### config.mk
export PLATFORM = sky130hd
export DESIGN_NAME = sram_wr_seq
export DESIGN_NICKNAME = d
export VERILOG_FILES = /design/src/rtl/sramw_pkg.sv /design/src/rtl/sramw_ticker.sv /design/src/rtl/sramw_capture.sv /design/src/rtl/sramw_fsm.sv /design/src/rtl/sram_wr_seq.sv
export SDC_FILE = /design/constraint.sdc
export NUM_CORES = 1
export LEC_CHECK = 0
export ABC_AREA = 1
export BUFFER_PORTS_ARGS = -buffer_cell sky130_fd_sc_hd__buf_4
export CORE_MARGIN = 1
export CORE_UTILIZATION = 30
export CTS_BUF_LIST = sky130_fd_sc_hd__clkbuf_16
export DETAILED_ROUTE_END_ITERATION = 6
export HOLD_SLACK_MARGIN = 0.15
export MAX_ROUTING_LAYER = met4
export PLACE_DENSITY_LB_ADDON = 0.12
export SKIP_LAST_GASP = 1
export SYNTH_ARGS = -nofsm -noshare
export SYNTH_HDL_FRONTEND = slang
export SYNTH_HIERARCHICAL = 1
export SYNTH_SLANG_ARGS = --single-unit
export TNS_END_PERCENT = 50
### constraint.sdc
create_clock -name clk -period 2.8 [get_ports clk]
set_input_delay 0.14 -clock clk [delete_from_list [all_inputs] [get_ports clk]]
set_output_delay 0.14 -clock clk [all_outputs]
set_load 0.005 [all_outputs]
### src/rtl/sramw_pkg.sv
`timescale 1ns/1ps
package sramw_pkg;

  typedef enum logic [2:0] {
    ST_IDLE,
    ST_SETUP,
    ST_STROBE,
    ST_HOLD,
    ST_RECOVER
  } seq_state_t;

  // Round a nanosecond limit up to whole clock cycles, never below one.
  function automatic int unsigned ns_to_cyc(input int unsigned ns, input int unsigned clk_ps);
    int unsigned c;
    c = (ns * 1000 + clk_ps - 1) / clk_ps;
    return (c == 0) ? 1 : c;
  endfunction

  function automatic int unsigned umax(input int unsigned a, input int unsigned b);
    return (a > b) ? a : b;
  endfunction

endpackage

### src/rtl/sramw_ticker.sv
`timescale 1ns/1ps
module sramw_ticker #(
  parameter int unsigned W = 5
) (
  input  logic         clk,
  input  logic         rst,
  input  logic         clr,
  output logic [W-1:0] cnt
);
  always_ff @(posedge clk) begin
    if (rst || clr) cnt <= '0;
    else            cnt <= cnt + 1'b1;
  end
endmodule

### src/rtl/sramw_capture.sv
`timescale 1ns/1ps
module sramw_capture #(
  parameter int unsigned ADDR_W = 15,
  parameter int unsigned DATA_W = 8
) (
  input  logic              clk,
  input  logic              rst,
  input  logic              load,
  input  logic [ADDR_W-1:0] addr_in,
  input  logic [DATA_W-1:0] data_in,
  input  logic              mode_in,
  output logic [ADDR_W-1:0] addr_q,
  output logic [DATA_W-1:0] data_q,
  output logic              mode_q
);
  always_ff @(posedge clk) begin
    if (rst) begin
      addr_q <= '0;
      data_q <= '0;
      mode_q <= 1'b0;
    end else if (load) begin
      addr_q <= addr_in;
      data_q <= data_in;
      mode_q <= mode_in;
    end
  end
endmodule

### src/rtl/sramw_fsm.sv
`timescale 1ns/1ps
module sramw_fsm
  import sramw_pkg::*;
#(
  parameter int unsigned CNT_W  = 5,
  parameter int unsigned NS_WE  = 26,
  parameter int unsigned NS_CE  = 20,
  parameter int unsigned NH     = 3,
  parameter int unsigned NR_WE  = 1,
  parameter int unsigned NR_CE  = 1,
  parameter int unsigned NFLOAT = 13
) (
  input  logic clk,
  input  logic rst,
  input  logic req_valid,
  input  logic req_mode_ce,
  input  logic mode_ce,
  output logic accept,
  output logic rdy,
  output logic done,
  output logic we_n,
  output logic ce_n,
  output logic dout_en
);
  seq_state_t st, st_nx;
  logic [CNT_W-1:0] cnt;
  logic strobe_end, hold_end, rec_end, float_end;

  sramw_ticker #(.W(CNT_W)) u_tick (
    .clk(clk), .rst(rst), .clr(st_nx != st), .cnt(cnt)
  );

  assign strobe_end = (cnt == (mode_ce ? CNT_W'(NS_CE - 1) : CNT_W'(NS_WE - 1)));
  assign hold_end   = (cnt == CNT_W'(NH - 1));
  assign rec_end    = (cnt == (mode_ce ? CNT_W'(NR_CE - 1) : CNT_W'(NR_WE - 1)));
  assign float_end  = (cnt == CNT_W'(NFLOAT - 1));
  assign accept     = (st == ST_IDLE) && req_valid;

  always_comb begin
    st_nx = st;
    unique case (st)
      ST_IDLE:    if (req_valid)  st_nx = ST_SETUP;
      ST_SETUP:                   st_nx = ST_STROBE;
      ST_STROBE:  if (strobe_end) st_nx = ST_HOLD;
      ST_HOLD:    if (hold_end)   st_nx = ST_RECOVER;
      ST_RECOVER: if (rec_end)    st_nx = ST_IDLE;
      default:                    st_nx = ST_IDLE;
    endcase
  end

  always_ff @(posedge clk) begin
    if (rst) begin
      st      <= ST_IDLE;
      rdy     <= 1'b1;
      done    <= 1'b0;
      we_n    <= 1'b1;
      ce_n    <= 1'b1;
      dout_en <= 1'b0;
    end else begin
      st   <= st_nx;
      done <= 1'b0;
      unique case (st)
        ST_IDLE: if (accept) begin
          rdy  <= 1'b0;
          ce_n <= req_mode_ce;       // write-enable style opens chip-enable early
        end
        ST_SETUP: begin
          we_n    <= 1'b0;
          ce_n    <= 1'b0;
          dout_en <= mode_ce;        // both strobes fall together: bus already quiet
        end
        ST_STROBE: begin
          if (!mode_ce && float_end) dout_en <= 1'b1;
          if (strobe_end) begin
            if (mode_ce) ce_n <= 1'b1;
            else         we_n <= 1'b1;
          end
        end
        ST_HOLD: if (hold_end) begin
          we_n    <= 1'b1;
          ce_n    <= 1'b1;
          dout_en <= 1'b0;
        end
        ST_RECOVER: if (rec_end) begin
          rdy  <= 1'b1;
          done <= 1'b1;
        end
        default: ;
      endcase
    end
  end

  // a taken request drops ready on the following cycle
  p_accept_drop_r2: assert property (@(posedge clk) disable iff (rst)
    (req_valid && rdy) |=> !rdy);
  // completion pulse lasts one cycle and coincides with ready
  p_done_pulse_r9: assert property (@(posedge clk) disable iff (rst)
    done |-> (rdy && $past(!rdy)));
  // in write-enable style the write strobe never leads chip-enable
  p_we_inside_ce_r5: assert property (@(posedge clk) disable iff (rst)
    (!mode_ce && !we_n) |-> !ce_n);
  // in chip-enable style both strobes fall in one cycle
  p_same_fall_r6: assert property (@(posedge clk) disable iff (rst)
    (mode_ce && $fell(ce_n)) |-> ($fell(we_n) && dout_en));
  // data still driven when the ending strobe rises
  p_data_at_rise_r7: assert property (@(posedge clk) disable iff (rst)
    ((!mode_ce && $rose(we_n)) || (mode_ce && $rose(ce_n))) |-> dout_en);
endmodule

### src/rtl/sram_wr_seq.sv
`timescale 1ns/1ps
module sram_wr_seq
  import sramw_pkg::*;
#(
  parameter int unsigned ADDR_W          = 15,
  parameter int unsigned DATA_W          = 8,
  parameter int unsigned CLK_PS          = 4000,
  parameter int unsigned T_CYCLE_NS      = 100,
  parameter int unsigned T_PULSE_NS      = 80,
  parameter int unsigned T_ADDR_SETUP_NS = 80,
  parameter int unsigned T_DATA_SETUP_NS = 50,
  parameter int unsigned T_DATA_HOLD_NS  = 5,
  parameter int unsigned T_ADDR_HOLD_NS  = 10,
  parameter int unsigned T_FLOAT_NS      = 50
) (
  input  logic              clk,
  input  logic              rst,
  input  logic              req_valid,
  input  logic [ADDR_W-1:0] req_addr,
  input  logic [DATA_W-1:0] req_data,
  input  logic              req_ce_mode,
  output logic              rdy,
  output logic              done,
  output logic [ADDR_W-1:0] mem_addr,
  output logic [DATA_W-1:0] mem_dout,
  output logic              mem_dout_en,
  output logic              mem_we_n,
  output logic              mem_ce_n
);
  localparam int unsigned C_CYC   = ns_to_cyc(T_CYCLE_NS, CLK_PS);
  localparam int unsigned C_PULSE = ns_to_cyc(T_PULSE_NS, CLK_PS);
  localparam int unsigned C_ASU   = ns_to_cyc(T_ADDR_SETUP_NS, CLK_PS);
  localparam int unsigned C_DSU   = ns_to_cyc(T_DATA_SETUP_NS, CLK_PS);
  localparam int unsigned C_DH    = ns_to_cyc(T_DATA_HOLD_NS, CLK_PS);
  localparam int unsigned C_AH    = ns_to_cyc(T_ADDR_HOLD_NS, CLK_PS);
  localparam int unsigned C_FLOAT = ns_to_cyc(T_FLOAT_NS, CLK_PS);

  localparam int unsigned NS_WE = umax(umax(C_PULSE, C_ASU), C_FLOAT + C_DSU);
  localparam int unsigned NS_CE = umax(umax(C_PULSE, C_ASU), C_DSU);
  localparam int unsigned NH    = umax(C_AH, C_DH);
  localparam int unsigned NR_WE = (C_CYC >= NS_WE + NH + 3) ? C_CYC - NS_WE - NH - 2 : 1;
  localparam int unsigned NR_CE = (C_CYC >= NS_CE + NH + 3) ? C_CYC - NS_CE - NH - 2 : 1;
  localparam int unsigned C_MAX = umax(umax(NS_WE, NS_CE), umax(NH, umax(NR_WE, NR_CE)));
  localparam int unsigned CNT_W = $clog2(C_MAX + 1);
  localparam int unsigned CHK_W = $clog2(4 * C_MAX + 4) + 1;

  logic accept, mode_q;

  sramw_capture #(.ADDR_W(ADDR_W), .DATA_W(DATA_W)) u_cap (
    .clk(clk), .rst(rst), .load(accept),
    .addr_in(req_addr), .data_in(req_data), .mode_in(req_ce_mode),
    .addr_q(mem_addr), .data_q(mem_dout), .mode_q(mode_q)
  );

  sramw_fsm #(
    .CNT_W(CNT_W), .NS_WE(NS_WE), .NS_CE(NS_CE), .NH(NH),
    .NR_WE(NR_WE), .NR_CE(NR_CE), .NFLOAT(C_FLOAT)
  ) u_fsm (
    .clk(clk), .rst(rst), .req_valid(req_valid), .req_mode_ce(req_ce_mode),
    .mode_ce(mode_q), .accept(accept), .rdy(rdy), .done(done),
    .we_n(mem_we_n), .ce_n(mem_ce_n), .dout_en(mem_dout_en)
  );

  // Checker state: low run of the ending strobe, cycles since last acceptance.
  logic [CHK_W-1:0] low_run, acc_gap;
  logic             term_n;
  assign term_n = mode_q ? mem_ce_n : mem_we_n;

  always_ff @(posedge clk) begin
    if (rst) begin
      low_run <= '0;
      acc_gap <= '1;
    end else begin
      if (term_n)          low_run <= '0;
      else if (~&low_run)  low_run <= low_run + 1'b1;
      if (accept)          acc_gap <= CHK_W'(1);
      else if (~&acc_gap)  acc_gap <= acc_gap + 1'b1;
    end
  end

  // address frozen while a write runs
  p_addr_stable_r3: assert property (@(posedge clk) disable iff (rst)
    (!rdy && $past(!rdy)) |-> $stable(mem_addr));
  // ending strobe pulse no shorter than the pulse width
  p_strobe_min_r4: assert property (@(posedge clk) disable iff (rst)
    $rose(term_n) |-> (low_run >= CHK_W'(C_PULSE)));
  // address changes spaced by the cycle time
  p_cycle_min_r8: assert property (@(posedge clk) disable iff (rst)
    accept |-> (acc_gap >= CHK_W'(C_CYC)));
endmodule

==> summary.txt, run 1 <==
Setup path
  • Worst Reg-to-Reg Cells: 7
  • Worst setup SP type: register
  • Setup CP Type: reg -> reg
  • Crit-path max FO: 38
  • Worst r2r dst: u_cap/data_q[3]
  • Cell family with most CP delay: simple AND/OR/NAND/NOR gates
  • Critical-path top delay cell: buf_4
  • Worst path max stage delay: between 0.3 and 0.4 ns
  • CP bufs+invs: 2
  • Critical path cell sequence: nor2_1, inv_1, nor2_4, buf_4, nand2_1, nand2_1, nor2_1
  • FF-to-FF setup slack: roughly 1.2 ns
  • CP Capture Type: register
  • Reg2reg start: u_fsm/st[1]
  • Req. time, crit path: between 2 and 3 ns
  • CP Data Arrival Time: 1.78 ns

Logic synthesis
  • Largest family of logic cells by synthesized area: simple AND/OR/NAND/NOR gates
  • Post-synth EDFFs: 0
  • Syn Inst Count: roughly 270
  • Mux cell area share after synthesis: 0%
  • Synth top area share: a little over two fifths
  • Post-synth top area cell: dfxtp_1
  • Yosys warnings: 6
  • Synth Area in Simple Gates: approximately two fifths
  • Net Count, Synth: ~290
  • Seq/Total Area, Yosys: 42.8%
  • Post-synth cell types: 21
  • Xor/xnor share of the synthesized area: less than 1%
  • Syn_area_per_cell: roughly 6.5 um2
  • Synth area leaders: dfxtp_1 43%, nand2_1 16%, nor2_1 14%, inv_1 9.1%, nand3_1 4.3%
  • Number of synthesized register bits: 37
  • Post-Syn Area: between 1500 and 2000 um2
  • Ys async rst share: 0%
  • Compound-Gate Fraction of Synth Area: between 2 and 3%
  • Primary FF master, synth: dfxtp_1
  • Adder-cell share of the synthesized area: less than 1%

Timing
  • Final Cycle Share: between 50% and 60%
  • RSZ-0062 raised after global routing: no
  • Achievable Freq: between 600 and 700 MHz
  • # setup viols final: 0
  • Fin. max-slew vios: 0
  • Min Tclk post-route: ~1.6 ns
  • Fin. Hold Viols: 0
  • Normalized max-slew margin: between 40% and 50%
  • Clock Skew: a little under 0.005 ns
  • Actual slew at the worst max-slew pin: between 0.7 and 0.8 ns
  • Setup TNS Final: 0 ns

Global routing
  • Vias in the first global route: 1,388
  • Largest net degree at the start of global routing: 39
  • Global-route wire length before repair: 6160 um
  • Initial antenna violation count: 0
  • Overall Global Routing Usage: between 10% and 20%
  • GRT overflow: 0

Die
  • DIE HEIGHT: slightly below 80 um
  • Rows: 27
  • Die ar.: between 6000 and 7000 um2
  • Total I/O pin count: 55
  • Core box area: between 5000 and 6000 um2
  • Initial Util: 31.2%
  • Die width: around 80 um

Power and ir drop
  • P_leak: around 1.2 nW
  • Pwr dens: between 500 and 600 nW/um2
  • Total Power: roughly 1.4 mW
  • Maximum VDD drop: 0.239 mV

Finish
  • Most common cell after layout, fill and taps aside: nand2_1
  • FILL cells: ~590
  • Share of cells above drive strength 1: 22.5%
  • Most frequent cells in the layout: 73 x nand2_1, 64 x nor2_1, 55 x buf_4, 42 x inv_1, 37 x dfxtp_1
  • Layout area overhead: 36.3%
  • Nets: between 300 and 400
  • Diodes inserted: 0
  • Utilization after layout: a little over two fifths

Clock tree
  • H-tree levels: 2
  • Clock latency on the worst-skew pair: between 0.2 and 0.3 ns
  • CTS root buffer: clkbuf_16
  • Cts repair resizes: 0
  • Clock-pin slew on the worst setup and hold paths: ~0.05 ns
  • Num CTS Buffers: 5
  • CTS tree: built
  • Max Root-Sink Buffers: 2
  • TritonCTS Sinks: 37
  • # Post-CTS Setup Buffers: 0

Routing
  • Wirelength, routed: 3770 um
  • Starting DRT DRC Count: 91
  • Drc violations: 0
  • Detailed Routing Iterations Pass 1: 4
  • WL/cell: ~9.5 um
  • Antenna Nets Post-Route: 0
  • Drt via density: just over 4
  • Vias: roughly 1,600

Run status
  • Status: complete, no violations

Placed design
  • GPL Wtd Cong: roughly 0.89
  • I/O Buffers: 54
  • DP HPWL: approximately 2800 um

Flow run
  • Maxcap violations: 0

Worst hold path
  • Hold worst-path end: u_cap/addr_q[4]
  • Hold WC Path Type: in -> reg
  • Worst Hold Path Cells: 5
  • HP Start: req_addr[4]
[kinds of logic (layout without fill, tap and decap cells)]
logic type	after synthesis	after routing
xor+xnor	1	1
fa+ha+maj	1	1
buf+inv	50	109
simple gates	168	168
flops	37	37
compound gates	8	8
[flip-flops by register name, summed over array words and instances, names as in the netlist]
name,flops
u_cap/addr_q,15
u_cap/data_q,8
u_cap/mode_q,1
u_fsm/ce_n,1
u_fsm/done,1
u_fsm/dout_en,1
u_fsm/rdy,1
u_fsm/st,3
u_fsm/u_tick/cnt,5
u_fsm/we_n,1
[final cells by class]
| class | count | area (um2) | share of cell area (%) |
|---|---|---|---|
| well taps | 72 | 90.1 | 3.82 |
| repair buffers | 58 | 443 | 18.8 |
| multi-input cells | 178 | 785 | 33.3 |
| inverters | 43 | 161 | 6.85 |
| clock inverters | 3 | 12.5 | 0.531 |
| flip-flops and latches | 37 | 741 | 31.4 |
| clock buffers | 5 | 125 | 5.31 |
[metal layers]
| metal | wire, um | track usage, % | vias up |
|---|---|---|---|
| met5 | 0 | - | - |
| li1 | - | - | 904 |
| met2 | 1790 | 21.2 | 34 |
| met1 | 1770 | 16.1 | 683 |
| met4 | 21 | 3.89 | 0 |
| met3 | 184 | 3.53 | 2 |
[worst max-delay path by stage]
| stage | start | end | slack (ns) | cells past startpoint |
|---|---|---|---|---|
| final | u_fsm/st[1] | u_cap/data_q[3] | 1.18 | 7 |
| after global routing | u_fsm/st[1] | u_cap/data_q[3] | 0.98 | 7 |
| after CTS | u_fsm/st[1] | u_cap/data_q[0] | 1.16 | 7 |
| after detailed placement | u_fsm/st[1] | u_cap/data_q[0] | 1.17 | 7 |
| after global placement | u_fsm/st[1] | u_cap/addr_q[5] | 1.20 | 7 |
| after floorplan | u_fsm/u_tick/cnt[2] | u_fsm/u_tick/cnt[2] | 1.45 | 9 |
[worst reg2reg max path, cell delays in order (launching register included)]
cell and delay (ns):
dfxtp_1 0.35, nor2_1 0.18, inv_1 0.10, nor2_4 0.26
buf_4 0.40, nand2_1 0.10, nand2_1 0.07, nor2_1 0.05
[through the flow]
| step | hold WS, ns | instances | area (um2) | setup slack, ns |
|---|---|---|---|---|
| floorplan | 0.209 | 265 | 1730 | 1.45 |
| global placement | 0.374 | 385 | 2190 | 1.20 |
| detailed placement | 0.375 | 385 | 2190 | 1.17 |
| CTS | 0.152 | 396 | 2360 | 1.16 |
| global route | 0.162 | 396 | 2360 | 0.977 |
| finish | 0.150 | 396 | 2360 | 1.18 |
[synth_stat cells, drive strengths merged, types with 2 or more instances]
cell type	number
nor2	70
dfxtp	37
a21oi	4
buf	7
nand4	4
o21ai	2
inv	43
nand2	75
nand3	18
[what timing repair did]
item,CTS,global route
hold endpoints to repair,6,0
hold buffers,3,0
endpoints found under the setup margin,0,0
[report_power, final]
group | leakage, nW | switching (mW) | total [mW] | internal [mW]
clock network | 0.0687 | 0.196 | 0.517 | 0.321
logic | 0.864 | 0.145 | 0.284 | 0.140
registers | 0.305 | 0.0326 | 0.611 | 0.578
Note: power is estimated with default switching activity, not from simulation.
==> run 2, diff against run 1 <==
==> constraint.sdc (replaced) <==
create_clock -name clk -period 1.5 [get_ports clk]
set_input_delay 0.075 -clock clk [delete_from_list [all_inputs] [get_ports clk]]
set_output_delay 0.075 -clock clk [all_outputs]
set_load 0.005 [all_outputs]
==> run 2 against run 1 <==
  * Routed wire length up 9.1%
  * Utilization up 5.9 points
  * Die area unchanged
  * Sequential cell count unchanged
  * Final area up 14%
  * Clock power up 82%
  * Total power up 91%
  * Worst setup slack worse by 1.1 ns
  * Via count up 9.1%
  * Critical path type unchanged
  * Critical endpoint is now u_fsm/u_tick/cnt[4]
  * Largest power group unchanged
  * Highest routed layer unchanged
==> summary.txt, run 2 (synthesis gave the netlist of run 1 again) <==
Power and ir drop
  • P_leak: 1.39 nW (+12%)
  • Maximum VDD drop: 0.395 mV (+65%)
  • Pwr dens: 1000 nW/um2 (+67%)

Placed design
  • GPL Wtd Cong: 0.889 (+0.47%)
  • DP HPWL: 2750 um (-0.38%)
  • Inst Count DP: 391 (+1.6%)
  • I/O Buffers: 54 (unchanged)
  • Post-Place Worst Slack: 0.0332 ns (-1.14 ns)

Routing
  • Detailed Routing Iterations Pass 1: 4 (unchanged)
  • Starting DRT DRC Count: 60 (-34%)
  • Met3 WL post-DR: 150 um (-18%)
  • Wl on met1: 1970 um (+12%)
  • WL/cell: 9.65 um (+1.5%)
  • Vias: 1,771 (+9.1%)
  • Drc violations: 0 (unchanged)
  • Drt via density: 4.16 (+1.4%)
  • Wirelength, routed: 4110 um (+9.1%)
  • Highest routed layer: met4
  • Antenna Nets Post-Route: 0 (unchanged)
  • Met2 wire len: 1970 um (+10%)

Global routing
  • Overall Global Routing Usage: 14.4% (+1.2 points)
  • Vias in the first global route: 1,608 (+16%)
  • Initial antenna violation count: 0 (unchanged)
  • Global-route wire length before repair: 6780 um (+10%)
  • GRT overflow: 0 (unchanged)
  • Largest net degree at the start of global routing: 49 (+26%)

Die
  • Die width: 77.9 um (unchanged)
  • Rows: 27 (unchanged)
  • DIE HEIGHT: 77.9 um (unchanged)
  • Core box area: 5540 um2 (unchanged)
  • Total I/O pin count: 55 (unchanged)
  • Die ar.: 6070 um2 (unchanged)
  • Initial Util: 31.2% (unchanged)

Setup path
  • Worst Setup SP: u_fsm/st[2]
  • Reg2reg start: u_fsm/st[2]
  • Worst Reg-to-Reg Cells: 11 (+4)
  • Worst r2r dst: u_fsm/u_tick/cnt[4]
  • Req. time, crit path: 1.71 ns (-1.25 ns)
  • Critical path cell sequence: inv_6, nand2_8, nor2_4, nand4_1, nand2_1, nor2_1, nor2_1, nand2_1, nor2_2, inv_2, nor2_2
  • Crit-path max FO: 7 (-82%)
  • CP Capture Type: register
  • Setup crit end: u_fsm/u_tick/cnt[4]
  • Critical-path top delay cell: dfxtp_4
  • Worst setup SP type: register
  • Setup CP Type: reg -> reg
  • FF-to-FF setup slack: 0.05 ns (-1.14 ns)
  • CP Data Arrival Time: 1.66 ns (-0.12 ns)
  • Worst path max stage delay: 0.35 ns (-0.04 ns)

Finish
  • Nets: 382 (+8.8%)
  • Non-Filler Instances: 426 (+7.6%)
  • Top reg by flops: u_cap/addr_q
  • Layout area overhead: 55.3%
  • Utilization after layout: 48.5% (+5.9 points)
  • Diodes inserted: 0 (unchanged)
  • Top Registers: u_cap/addr_q x15, u_cap/data_q x8, u_fsm/u_tick/cnt x5
  • Most frequent cells in the layout: 73 x nand2_1, 63 x buf_4, 61 x nor2_1, 42 x inv_1, 33 x dfxtp_1
  • Most common cell after layout, fill and taps aside: nand2_1
  • Max reg flops: 15 (unchanged)
  • Share of cells above drive strength 1: 25.4% (+2.9 points)

Timing
  • # setup viols final: 0 (unchanged)
  • Setup slack after layout: 0.0462 ns (-1.14 ns)
  • RSZ-0062 raised after global routing: yes
  • Fin. Hold Viols: 0 (unchanged)
  • Achievable Freq: 688 MHz (+11%)
  • Normalized max-slew margin: 83.0% (+34 points)
  • Actual slew at the worst max-slew pin: 0.255 ns (-0.504 ns)
  • Setup TNS Final: 0 ns (unchanged)
  • Fin. max-slew vios: 0 (unchanged)
  • Clock Skew: 0.00250 ns (-0.00232 ns)
  • Min Tclk post-route: 1.45 ns (-0.163 ns)
  • Final Cycle Share: 96.9% (+39 points)

Clock tree
  • H-tree levels: 2 (unchanged)
  • Max Root-Sink Buffers: 2 (unchanged)
  • Clock-pin slew on the worst setup and hold paths: 0.05 ns (about the same)
  • Clock latency on the worst-skew pair: 0.27 ns (about the same)
  • Num CTS Buffers: 5 (unchanged)
  • CTS tree: built
  • CTS root buffer: clkbuf_16
  • TritonCTS Sinks: 37 (unchanged)

Flow run
  • Maxcap violations: 0 (unchanged)

Run status
  • Status: complete, no violations

Worst hold path
  • Hold WC Path Type: in -> reg
run 2: cell count changes in the layout (fill, tap and decap cells not counted), moves of 3 or more:
cell           previous run  this run
dlygate4sd3_1             3        25
nor2_2                    4         7
buf_4                    55        63
dfxtp_1                  37        33
nor2_1                   64        61
dfxtp_2                   0         3
run 2: repair_timing:
action,CTS,global route
resized for setup,0,13
buffers inserted,0,3
endpoints found under the hold margin,31,0
hold buffers,25,0
endpoints found under the setup margin,0,5
run 2: critical path, delay by kind of cell (launching register included):
kind          cells  cell delay [ns]
simple gates      9             0.89
flops             1             0.35
buf+inv           2             0.14
run 2: stage by stage:
stage	hold slack, ns	area, um2	power [mW]
5_1_grt	0.322	2690	2.88
3_5_place_dp	0.316	2250	1.72
4_1_cts	0.271	2630	2.73
2_1_floorplan	0.144	1730	1.47
3_3_place_gp	0.322	2250	1.72
6_report	0.281	2690	2.69
run 2: layer usage:
metal  vias to the layer above  GRT usage, %
li1                        966             -
met1                       772          17.1
met2                        31          24.1
met3                         2          3.41
met4                         0          4.26
met5                         -             -
run 2: worst min path at each step:
stage / cells after the start / to / slack [ns] / start
global route: 4 / u_fsm/rdy / 0.32 / req_valid
finish: 4 / u_fsm/rdy / 0.28 / req_valid
detailed placement: 2 / u_fsm/st[1] / 0.32 / rst
global placement: 2 / u_fsm/st[1] / 0.32 / rst
CTS: 4 / u_fsm/rdy / 0.27 / req_valid
floorplan: 1 / u_fsm/st[0] / 0.14 / rst
run 2: final cells by class:
type / count / area (um2)
well taps: 72 / 90.1
multi-input cells: 178 / 805
clock inverters: 2 / 7.51
inverters: 43 / 166
fillers: 603 / 2860
clock buffers: 5 / 125
repair buffers: 89 / 743
flip-flops and latches: 37 / 748
run 2: where the power goes:
group	leakage [nW]	internal (mW)	total [mW]	switching (mW)
combinational	1.01	0.322	0.612	0.290
clock	0.0685	0.593	0.940	0.347
sequential	0.307	1.08	1.14	0.0625
total	1.39	1.99	2.69	0.700
